`config.mk`:
```
export PLATFORM = sky130hd
export DESIGN_NAME = t1_resync_ctl
export DESIGN_NICKNAME = d
export VERILOG_FILES = /design/src/rtl/t1rs_pkg.sv /design/src/rtl/t1rs_carrier.sv /design/src/rtl/t1rs_trig.sv /design/src/rtl/t1rs_seq.sv /design/src/rtl/t1_resync_ctl.sv
export SDC_FILE = /design/constraint.sdc
export NUM_CORES = 1
export LEC_CHECK = 0
export ABC_AREA = 0
export CAP_MARGIN = 20
export CORE_ASPECT_RATIO = 1.1
export CORE_MARGIN = 5
export CORE_UTILIZATION = 49
export DETAILED_ROUTE_END_ITERATION = 7
export GPL_TIMING_DRIVEN = 1
export HOLD_SLACK_MARGIN = 0.02
export PLACE_DENSITY = 0.76
export SYNTH_ARGS = -nofsm -noshare
export SYNTH_HDL_FRONTEND = slang
export SYNTH_SLANG_ARGS = --single-unit
export TNS_END_PERCENT = 50
```
`constraint.sdc`:
```
create_clock -name clk -period 2.4 [get_ports clk]
set_clock_uncertainty 0.1 [all_clocks]
set_input_delay 0.6 -clock clk [delete_from_list [all_inputs] [get_ports clk]]
set_output_delay 0.6 -clock clk [all_outputs]
set_load 0.01 [all_outputs]
```
`src/rtl/t1rs_pkg.sv`:
```
package t1rs_pkg;
  typedef struct packed {
    logic auto_hit;
    logic man_hit;
    logic boot_hit;
  } trig_t;
endpackage

```
`src/rtl/t1rs_carrier.sv`:
```
module t1rs_carrier #(
  parameter int ZERO_LIM  = 192,
  parameter int RUN_LEN   = 8,
  parameter int DENS_SPAN = 32
) (
  input  logic clk,
  input  logic rst_n,
  input  logic bit_vld,
  input  logic bit_val,
  output logic cl,
  output logic cl_rise
);
  localparam int ZW = $clog2(ZERO_LIM + 1);
  localparam int DW = $clog2(DENS_SPAN + 1);

  logic [ZW-1:0] zrun_q, zrun_n;
  logic [DW-1:0] ok_q, ok_n;
  logic          cl_q, cl_n;

  always_comb begin
    zrun_n = zrun_q;
    ok_n   = ok_q;
    cl_n   = cl_q;
    if (bit_vld) begin
      if (bit_val)                       zrun_n = '0;
      else if (zrun_q != ZW'(ZERO_LIM))  zrun_n = zrun_q + 1'b1;
      if (zrun_n >= ZW'(RUN_LEN))        ok_n = '0;
      else if (ok_q != DW'(DENS_SPAN))   ok_n = ok_q + 1'b1;
      if (zrun_n == ZW'(ZERO_LIM))                 cl_n = 1'b1;
      else if (cl_q && ok_n == DW'(DENS_SPAN))     cl_n = 1'b0;
    end
  end

  always_ff @(posedge clk or negedge rst_n) begin
    if (!rst_n) begin
      zrun_q <= '0;
      ok_q   <= '0;
      cl_q   <= 1'b0;
    end else begin
      zrun_q <= zrun_n;
      ok_q   <= ok_n;
      cl_q   <= cl_n;
    end
  end

  assign cl      = cl_q;
  assign cl_rise = cl_n & ~cl_q;
endmodule

```
`src/rtl/t1rs_trig.sv`:
```
module t1rs_trig
  import t1rs_pkg::*;
(
  input  logic  clk,
  input  logic  rst_n,
  input  logic  oof_evt,
  input  logic  fbit_mark,
  input  logic  cl_rise,
  input  logic  auto_dis,
  input  logic  cl_resync_dis,
  input  logic  man_trig,
  output trig_t trig
);
  logic man_q;
  logic boot_q;

  always_ff @(posedge clk or negedge rst_n) begin
    if (!rst_n) begin
      man_q  <= 1'b0;
      boot_q <= 1'b1;
    end else begin
      man_q  <= man_trig;
      boot_q <= 1'b0;
    end
  end

  always_comb begin
    trig.auto_hit = ~auto_dis & ((oof_evt & fbit_mark) | (~cl_resync_dis & cl_rise));
    trig.man_hit  = man_trig & ~man_q;
    trig.boot_hit = boot_q;
  end
endmodule

```
`src/rtl/t1rs_seq.sv`:
```
module t1rs_seq
  import t1rs_pkg::*;
(
  input  logic  clk,
  input  logic  rst_n,
  input  trig_t trig,
  input  logic  frame_found,
  input  logic  auto_dis,
  output logic  resync_req,
  output logic  search_on,
  output logic  los
);
  logic accept;
  logic req_q, search_q, los_q;

  assign accept = (trig.auto_hit | trig.man_hit | trig.boot_hit) & ~search_q;

  always_ff @(posedge clk or negedge rst_n) begin
    if (!rst_n) begin
      req_q    <= 1'b0;
      search_q <= 1'b0;
      los_q    <= 1'b0;
    end else begin
      req_q <= accept;
      if (accept)           search_q <= 1'b1;
      else if (frame_found) search_q <= 1'b0;
      if (auto_dis)                    los_q <= 1'b0;
      else if (accept && trig.auto_hit) los_q <= 1'b1;
      else if (frame_found)            los_q <= 1'b0;
    end
  end

  assign resync_req = req_q;
  assign search_on  = search_q;
  assign los        = los_q;
endmodule

```
`src/rtl/t1_resync_ctl.sv`:
```
module t1_resync_ctl #(
  parameter int ZERO_LIM  = 192,
  parameter int RUN_LEN   = 8,
  parameter int DENS_SPAN = 32
) (
  input  logic clk,
  input  logic rst_n,
  input  logic rx_valid,
  output logic rx_ready,
  input  logic rx_bit,
  input  logic oof_evt,
  input  logic fbit_mark,
  input  logic frame_found,
  input  logic auto_dis,
  input  logic cl_resync_dis,
  input  logic man_trig,
  output logic resync_req,
  output logic search_on,
  output logic los,
  output logic carrier_loss
);
  import t1rs_pkg::*;

  logic  cl_rise;
  trig_t trig;

  assign rx_ready = 1'b1;

  t1rs_carrier #(
    .ZERO_LIM (ZERO_LIM),
    .RUN_LEN  (RUN_LEN),
    .DENS_SPAN(DENS_SPAN)
  ) u_carrier (
    .clk    (clk),
    .rst_n  (rst_n),
    .bit_vld(rx_valid),
    .bit_val(rx_bit),
    .cl     (carrier_loss),
    .cl_rise(cl_rise)
  );

  t1rs_trig u_trig (
    .clk          (clk),
    .rst_n        (rst_n),
    .oof_evt      (oof_evt),
    .fbit_mark    (fbit_mark),
    .cl_rise      (cl_rise),
    .auto_dis     (auto_dis),
    .cl_resync_dis(cl_resync_dis),
    .man_trig     (man_trig),
    .trig         (trig)
  );

  t1rs_seq u_seq (
    .clk        (clk),
    .rst_n      (rst_n),
    .trig       (trig),
    .frame_found(frame_found),
    .auto_dis   (auto_dis),
    .resync_req (resync_req),
    .search_on  (search_on),
    .los        (los)
  );
endmodule

```
* After elaboration in Yosys (flattened, before gate mapping)
Index checks and enable logic that the tools add are counted.
** Storage, ports and cells
- Flip-flop bits (word level) :: 20
- Input port bits :: 10
** Cells by class
- $add $sub $neg :: 2
- $lt $le $gt $ge :: 1
- Equality and inequality tests :: 4
- Muxes and demuxes :: 13
- Bitwise operators :: 14
- Reductions and logical operators :: 4
** Operators with widths (number)
- $mux W8 :: 3
- $mux W6 :: 3
- $add A8 B1 Y8 const B :: 1
- $eq A8 B8 Y1 const B :: 1
- $ge A8 B4 Y1 const B :: 1
- $ne A8 B8 Y1 const B :: 1
- $mux W1 :: 7
- $add A6 B1 Y6 const B :: 1
- $and A1 B1 Y1 :: 6
- $eq A6 B6 Y1 const B :: 1
- $ne A6 B6 Y1 const B :: 1
- $not A1 Y1 :: 5
- $or A1 B1 Y1 :: 3
- $reduce_bool A3 Y1 :: 1
- $logic_and A1 B1 Y1 :: 2
- $reduce_bool A2 Y1 :: 1

* Depth between registers and ports, before layout
- Word-level depth :: 22
- Depth in mapped cells :: 8
- Mapped depth without buffers :: 8

* Cells and area by module
From an unflattened synthesis, not the netlist that was laid out.
** Second synthesis, totals
- Cell total of the unflattened synthesis :: 160
- Area, all modules :: 1386.3 sq um
** By module, submodules not included
- t1rs_carrier :: instances 1, cells each 141, area each 1171.1 sq um
- t1rs_seq :: instances 1, cells each 9, area each 116.4 sq um
- t1rs_trig :: instances 1, cells each 8, area each 87.6 sq um
- t1_resync_ctl :: instances 1, cells each 2, area each 11.3 sq um

* Least setup slack after synthesis
Ideal clock, no wire load.
- Kind :: flip-flop to flip-flop
- Start :: register u_carrier.zrun_q[0]
- End :: register u_seq.search_q (netlist: u_seq.search_on)
- Setup time :: 0.082 ns
- Arrival time :: 2.132 ns
- Required time :: 2.218 ns
- Slack :: 0.086 ns
- Stages on the path, launching flop included :: 8
- Buffers on the path :: 0
- Clock period less this slack :: 2.314 ns
- Path through :: dfrtp_1 > ha_1 > nand3_1 > or4_4 > a22o_1 > a2111o_1 > a21o_1 > a31oi_1
** Between the ends
- Word-level cells in the longest chain between the ends :: 20
** RTL lines
- from (decl) :: RTL line t1rs_carrier.sv:16 : logic [ZW-1:0] zrun_q, zrun_n;
- from (signal assigned) :: RTL line t1rs_carrier.sv:40 : zrun_q <= zrun_n;
- $add A8 B1 Y8 or $ne A8 B8 Y1 (tied branches) :: RTL line t1rs_carrier.sv:26 : else if (zrun_q != ZW'(ZERO_LIM)) zrun_n = zrun_q + 1'b1;
- $mux W8 (*) :: RTL line t1rs_carrier.sv:26
- $mux W8 (*) :: RTL line t1rs_carrier.sv:25 : if (bit_val) zrun_n = '0;
- $mux W8 (*) :: RTL line t1rs_carrier.sv:24 : if (bit_vld) begin
- $ge A8 B4 Y1 :: RTL line t1rs_carrier.sv:27 : if (zrun_n >= ZW'(RUN_LEN)) ok_n = '0;
- $mux W6 :: RTL line t1rs_carrier.sv:27
- $mux W6 :: RTL line t1rs_carrier.sv:24
- $eq A6 B6 Y1 :: RTL line t1rs_carrier.sv:30 : else if (cl_q && ok_n == DW'(DENS_SPAN)) cl_n = 1'b0;
- [3 not listed]
- $mux W1 (*) :: RTL line t1rs_carrier.sv:24
- $and A1 B1 Y1 (*) :: RTL line t1rs_carrier.sv:47 : assign cl_rise = cl_n & ~cl_q;
- $and A1 B1 Y1 (*) :: RTL line t1rs_trig.sv:28 : trig.auto_hit = ~auto_dis & ((oof_evt & fbit_mark) | (~cl_resync_dis & cl_rise));
- $or A1 B1 Y1 (*) :: RTL line t1rs_trig.sv:28
- $and A1 B1 Y1 (*) :: RTL line t1rs_trig.sv:28
- $or A1 B1 Y1 (*) (2 in a row) :: RTL line t1rs_seq.sv:16 : assign accept = (trig.auto_hit | trig.man_hit | trig.boot_hit) & ~search_q;
- $and A1 B1 Y1 (*) :: RTL line t1rs_seq.sv:16
- $mux W1 or $reduce_bool A2 Y1 (tied branches)
- to (signal assigned) :: RTL line t1rs_seq.sv:21 : search_q <= 1'b0;
- to (signal assigned) :: RTL line t1rs_seq.sv:25 : if (accept) search_q <= 1'b1;
- to (signal assigned) :: RTL line t1rs_seq.sv:26 : else if (frame_found) search_q <= 1'b0;
- to (decl) :: RTL line t1rs_seq.sv:14 : logic req_q, search_q, los_q;
Every way passes the cells marked *; elsewhere a longest branch is shown, timed or not. The select of a mux whose other input is x is not followed.
A chain may end at the register's enable or synchronous reset.

* Worst setup path in the final report
- Start :: register u_carrier.zrun_q[0]
- End :: register u_seq.req_q (netlist: u_seq.resync_req)
** Between the ends
- Word-level cells in the longest chain between the ends :: 19
** RTL lines
- $add A8 B1 Y8 or $ne A8 B8 Y1 (tied branches) :: RTL line t1rs_carrier.sv:26
- $mux W8 (*) :: RTL line t1rs_carrier.sv:26
- $mux W8 (*) :: RTL line t1rs_carrier.sv:25
- $mux W8 (*) :: RTL line t1rs_carrier.sv:24
- $ge A8 B4 Y1 :: RTL line t1rs_carrier.sv:27
- $mux W6 :: RTL line t1rs_carrier.sv:27
- $mux W6 :: RTL line t1rs_carrier.sv:24
- $eq A6 B6 Y1 :: RTL line t1rs_carrier.sv:30
- [3 not listed]
- $mux W1 (*) :: RTL line t1rs_carrier.sv:24
- $and A1 B1 Y1 (*) :: RTL line t1rs_carrier.sv:47
- $and A1 B1 Y1 (*) :: RTL line t1rs_trig.sv:28
- $or A1 B1 Y1 (*) :: RTL line t1rs_trig.sv:28
- $and A1 B1 Y1 (*) :: RTL line t1rs_trig.sv:28
- $or A1 B1 Y1 (*) (2 in a row) :: RTL line t1rs_seq.sv:16
- $and A1 B1 Y1 (*) :: RTL line t1rs_seq.sv:16
- net u_seq.accept :: RTL line t1rs_seq.sv:13 : logic accept;
- to (signal assigned) :: RTL line t1rs_seq.sv:24 : req_q <= accept;
- to (decl) :: RTL line t1rs_seq.sv:14
The timed path passes the listed nets; every way through them passes the cells marked *. The select of a mux whose other input is x is not followed.

==> results.md <==
* H-tree Lvls at 1
* Die ar. at approximately 0.0038 mm2
* Num CTS Buffers at 3
* Worst EP arrival at 2450 ps
* Post-synthesis register bit count at 20
* Sw Share at 0.326
* Die Ht at 63.9 um
* P_leak at 0.654 nW
* ANT cells at 0
* Register area at slightly above 500 um2
* Starting Density at 0.514
* Largest net degree at the start of global routing at 21
* Buf/Inv on CP at 2
* I/O pin count at 15
* Number of global-route vias before repair at 1143
* Critical Path RT at 2540 ps
* Top cells by area, synth: dfrtp_1, o21ai_0, nand2_1
* Crit path max-delay family: compound AO/OA/AOI/OAI gates
* CTS tree: yes
* Crit start category: register
* Initial antenna violation count at 0
* Crit-path max FO at 5
* Worst path cell trace: inv_1 -> ha_1 -> inv_1 -> o311ai_0 -> a2111o_1 -> a2111o_1 -> a21o_1 -> a21oi_1
* DR pass1 iterations at 4
* Cells after synthesis at about 150
* Synth async-reset ratio at 1.00
* Synthesized cell area at approximately 0.0013 mm2
* Distinct cell type count after synthesis at 48
* Psw at ~0.00034 W
* Worst path max stage delay at ~440 ps
* # DRC at 0
* Die Width at 59.0 um
* Number of fillers in the final layout at 236
* Clock share of power at 0.269
* Clock buffer depth at 2
* GRT Total Usage at 0.171
* Tcrit/Tclk final at 0.961
* Worst hold slack at between 400 and 500 ps
* Final-stage net count at 184
* Via count at between 1000 and 1500
* Std-Cell Rows at 19
* # setup viols final at 0
* GP Congestion at 0.873
* Power Total at 0.00105 W
* Tmin final at 2310 ps
* Detail Route Antenna Nets at 0
* Worst VDD drop at 639 uV
* RSZ-0062 raised after global routing: yes
* Setup repair bufs after CTS at 0
* Grt total ovfl at 0
* Internal power at 0.000708 W
* Critical Path Slowest Stage Cell: dfrtp_2
* Sequential share of power at 0.437
* Setup TNS at 0 ps
* CTS clock-pin slew for the worst setup and hold paths at 120 ps
* Share of cells above drive strength 1 at 0.160
* Most common cell in the synthesized netlist: dfrtp_1
* Ys Warns at 0
* Register area share after synthesis at 0.387
* Hold Crit Class: reg -> reg
* FMAX at roughly 430 MHz
* Area Overhead vs Synth at 20.9%
* Clock Latency Late Sink at between 300 and 400 ps
* Synth Flop Type: dfrtp_1
* Endpoints failing hold at 0
* Gate power share at 0.294
* Initial DRC Count at 56
* Status: complete, no violations
* Syn avg cell area at 8.58 um2
* Min setup slack post-route at 94.3 ps
* CTS root buf: clkbuf_4
* CP Capture Type: register
* Wire length of the first global-routing pass at 5.15 mm
* CORE AREA at ~0.0025 mm2
* Critical path class: reg -> reg
* Area leader, netlist: dfrtp_1
* IO Port Bufs at 13
* Drt total wl at 2.96 mm
* Synth top area share at 0.367
* HPWL Detailed at 2.21 mm
* Power Density at 670 mW/mm2
* Final Max Slew Viols at 0
* Number of flops mapped to enable cells by yosys at 0
* Syn Nets at 165
* DR WL/cell at 14.8 um
* Multi-input logic area at 724 um2
* Clock Sink Count at 20
* Top cells by count, synth: dfrtp_1, nand2_1, o21ai_0
* Via density at about 6
* Post-place setup slack at -331 ps
* Max-Cap Viols at 0
final timing paths:
check                                                  end  slack (ps)  depth (start not counted)                             from
max reg2reg                     u_seq.resync_req$_DFF_PN0_          90                          8  u_carrier.zrun_q[0]$_DFFE_PN0P_
max in group asynchronous          u_trig.boot_q$_DFF_PN1_        1410                          2                            rst_n
min in group asynchronous  u_carrier.zrun_q[4]$_DFFE_PN0P_         510                          2                            rst_n
min reg2reg                     u_seq.resync_req$_DFF_PN0_         420                          1      u_seq.search_on$_DFFE_PN0P_
max                             u_seq.resync_req$_DFF_PN0_          90                          8  u_carrier.zrun_q[0]$_DFFE_PN0P_
min                             u_seq.resync_req$_DFF_PN0_         420                          1      u_seq.search_on$_DFFE_PN0P_
logic make-up after synthesis:
logic type | after synthesis | synth area share
fa+ha+maj | 4 | 0.0386
compound gates | 50 | 0.255
simple gates | 53 | 0.216
flops | 20 | 0.387
xor+xnor | 3 | 0.0203
buf+inv | 17 | 0.0618
other cells | 2 | 0.00579
mux | 2 | 0.0154
power by group through the flow:
stage,clock [W],combinational [W],sequential (W)
after detailed placement,0,0.000307,0.000462
after CTS,0.000284,0.000308,0.000457
after floorplan,0,0.000235,0.000429
after global placement,0,0.000294,0.000457
after global routing,0.000304,0.000353,0.000468
final,0.000282,0.000309,0.000459
layout by cell type (no fill, tap or decap), types with 3 or more instances in the layout:
master / n
nand2_1: 16
dfrtp_1: 16
o21ai_0: 14
clkdlybuf4s50_1: 12
a21oi_1: 11
inv_1: 9
buf_4: 8
nor2_1: 7
nand3_1: 7
o31ai_1: 4
a21o_1: 4
nand2b_1: 3
o2bb2ai_1: 3
ha_1: 3
clkbuf_4: 3
dfrtp_2: 3
sequential cells by signal, summed over array words and instances, names as in the netlist:
register and flops:
u_carrier.zrun_q 8, u_carrier.ok_q 6, u_carrier.cl 1, u_seq.los 1, u_seq.resync_req 1, u_seq.search_on 1, u_trig.boot_q 1, u_trig.man_q 1
timing repair:
action	4_1_cts	5_1_grt
hold endpoints to repair	0	0
endpoints found under the setup margin	0	3
resized for setup	0	6
hold buffers	0	0
stage by stage:
step / instance area, um2 / instances / utilization
final: 1570 / 200 / 0.622
after global routing: 1570 / 200 / 0.622
after CTS: 1550 / 200 / 0.616
after detailed placement: 1500 / 196 / 0.595
after global placement: 1500 / 196 / 0.595
after floorplan: 1300 / 151 / -
area by class of cell:
class | instances | share of cell area
inverter | 9 | 0.0215
clock inverter | 1 | 0.0192
tap | 31 | 0.0247
multi-input combinational | 114 | 0.462
sequential | 20 | 0.322
clock buffer | 3 | 0.0144
timing repair buffer | 22 | 0.136
per-layer routing:
layer / up-vias / share of wire / global-route usage
met5: - / 0 / 0
met4: 0 / 0.0078 / 0.0397
met3: 4 / 0.059 / 0.0423
met2: 44 / 0.48 / 0.276
met1: 572 / 0.46 / 0.229
li1: 583 / - / -
Power figures use the tool's default switching activity.
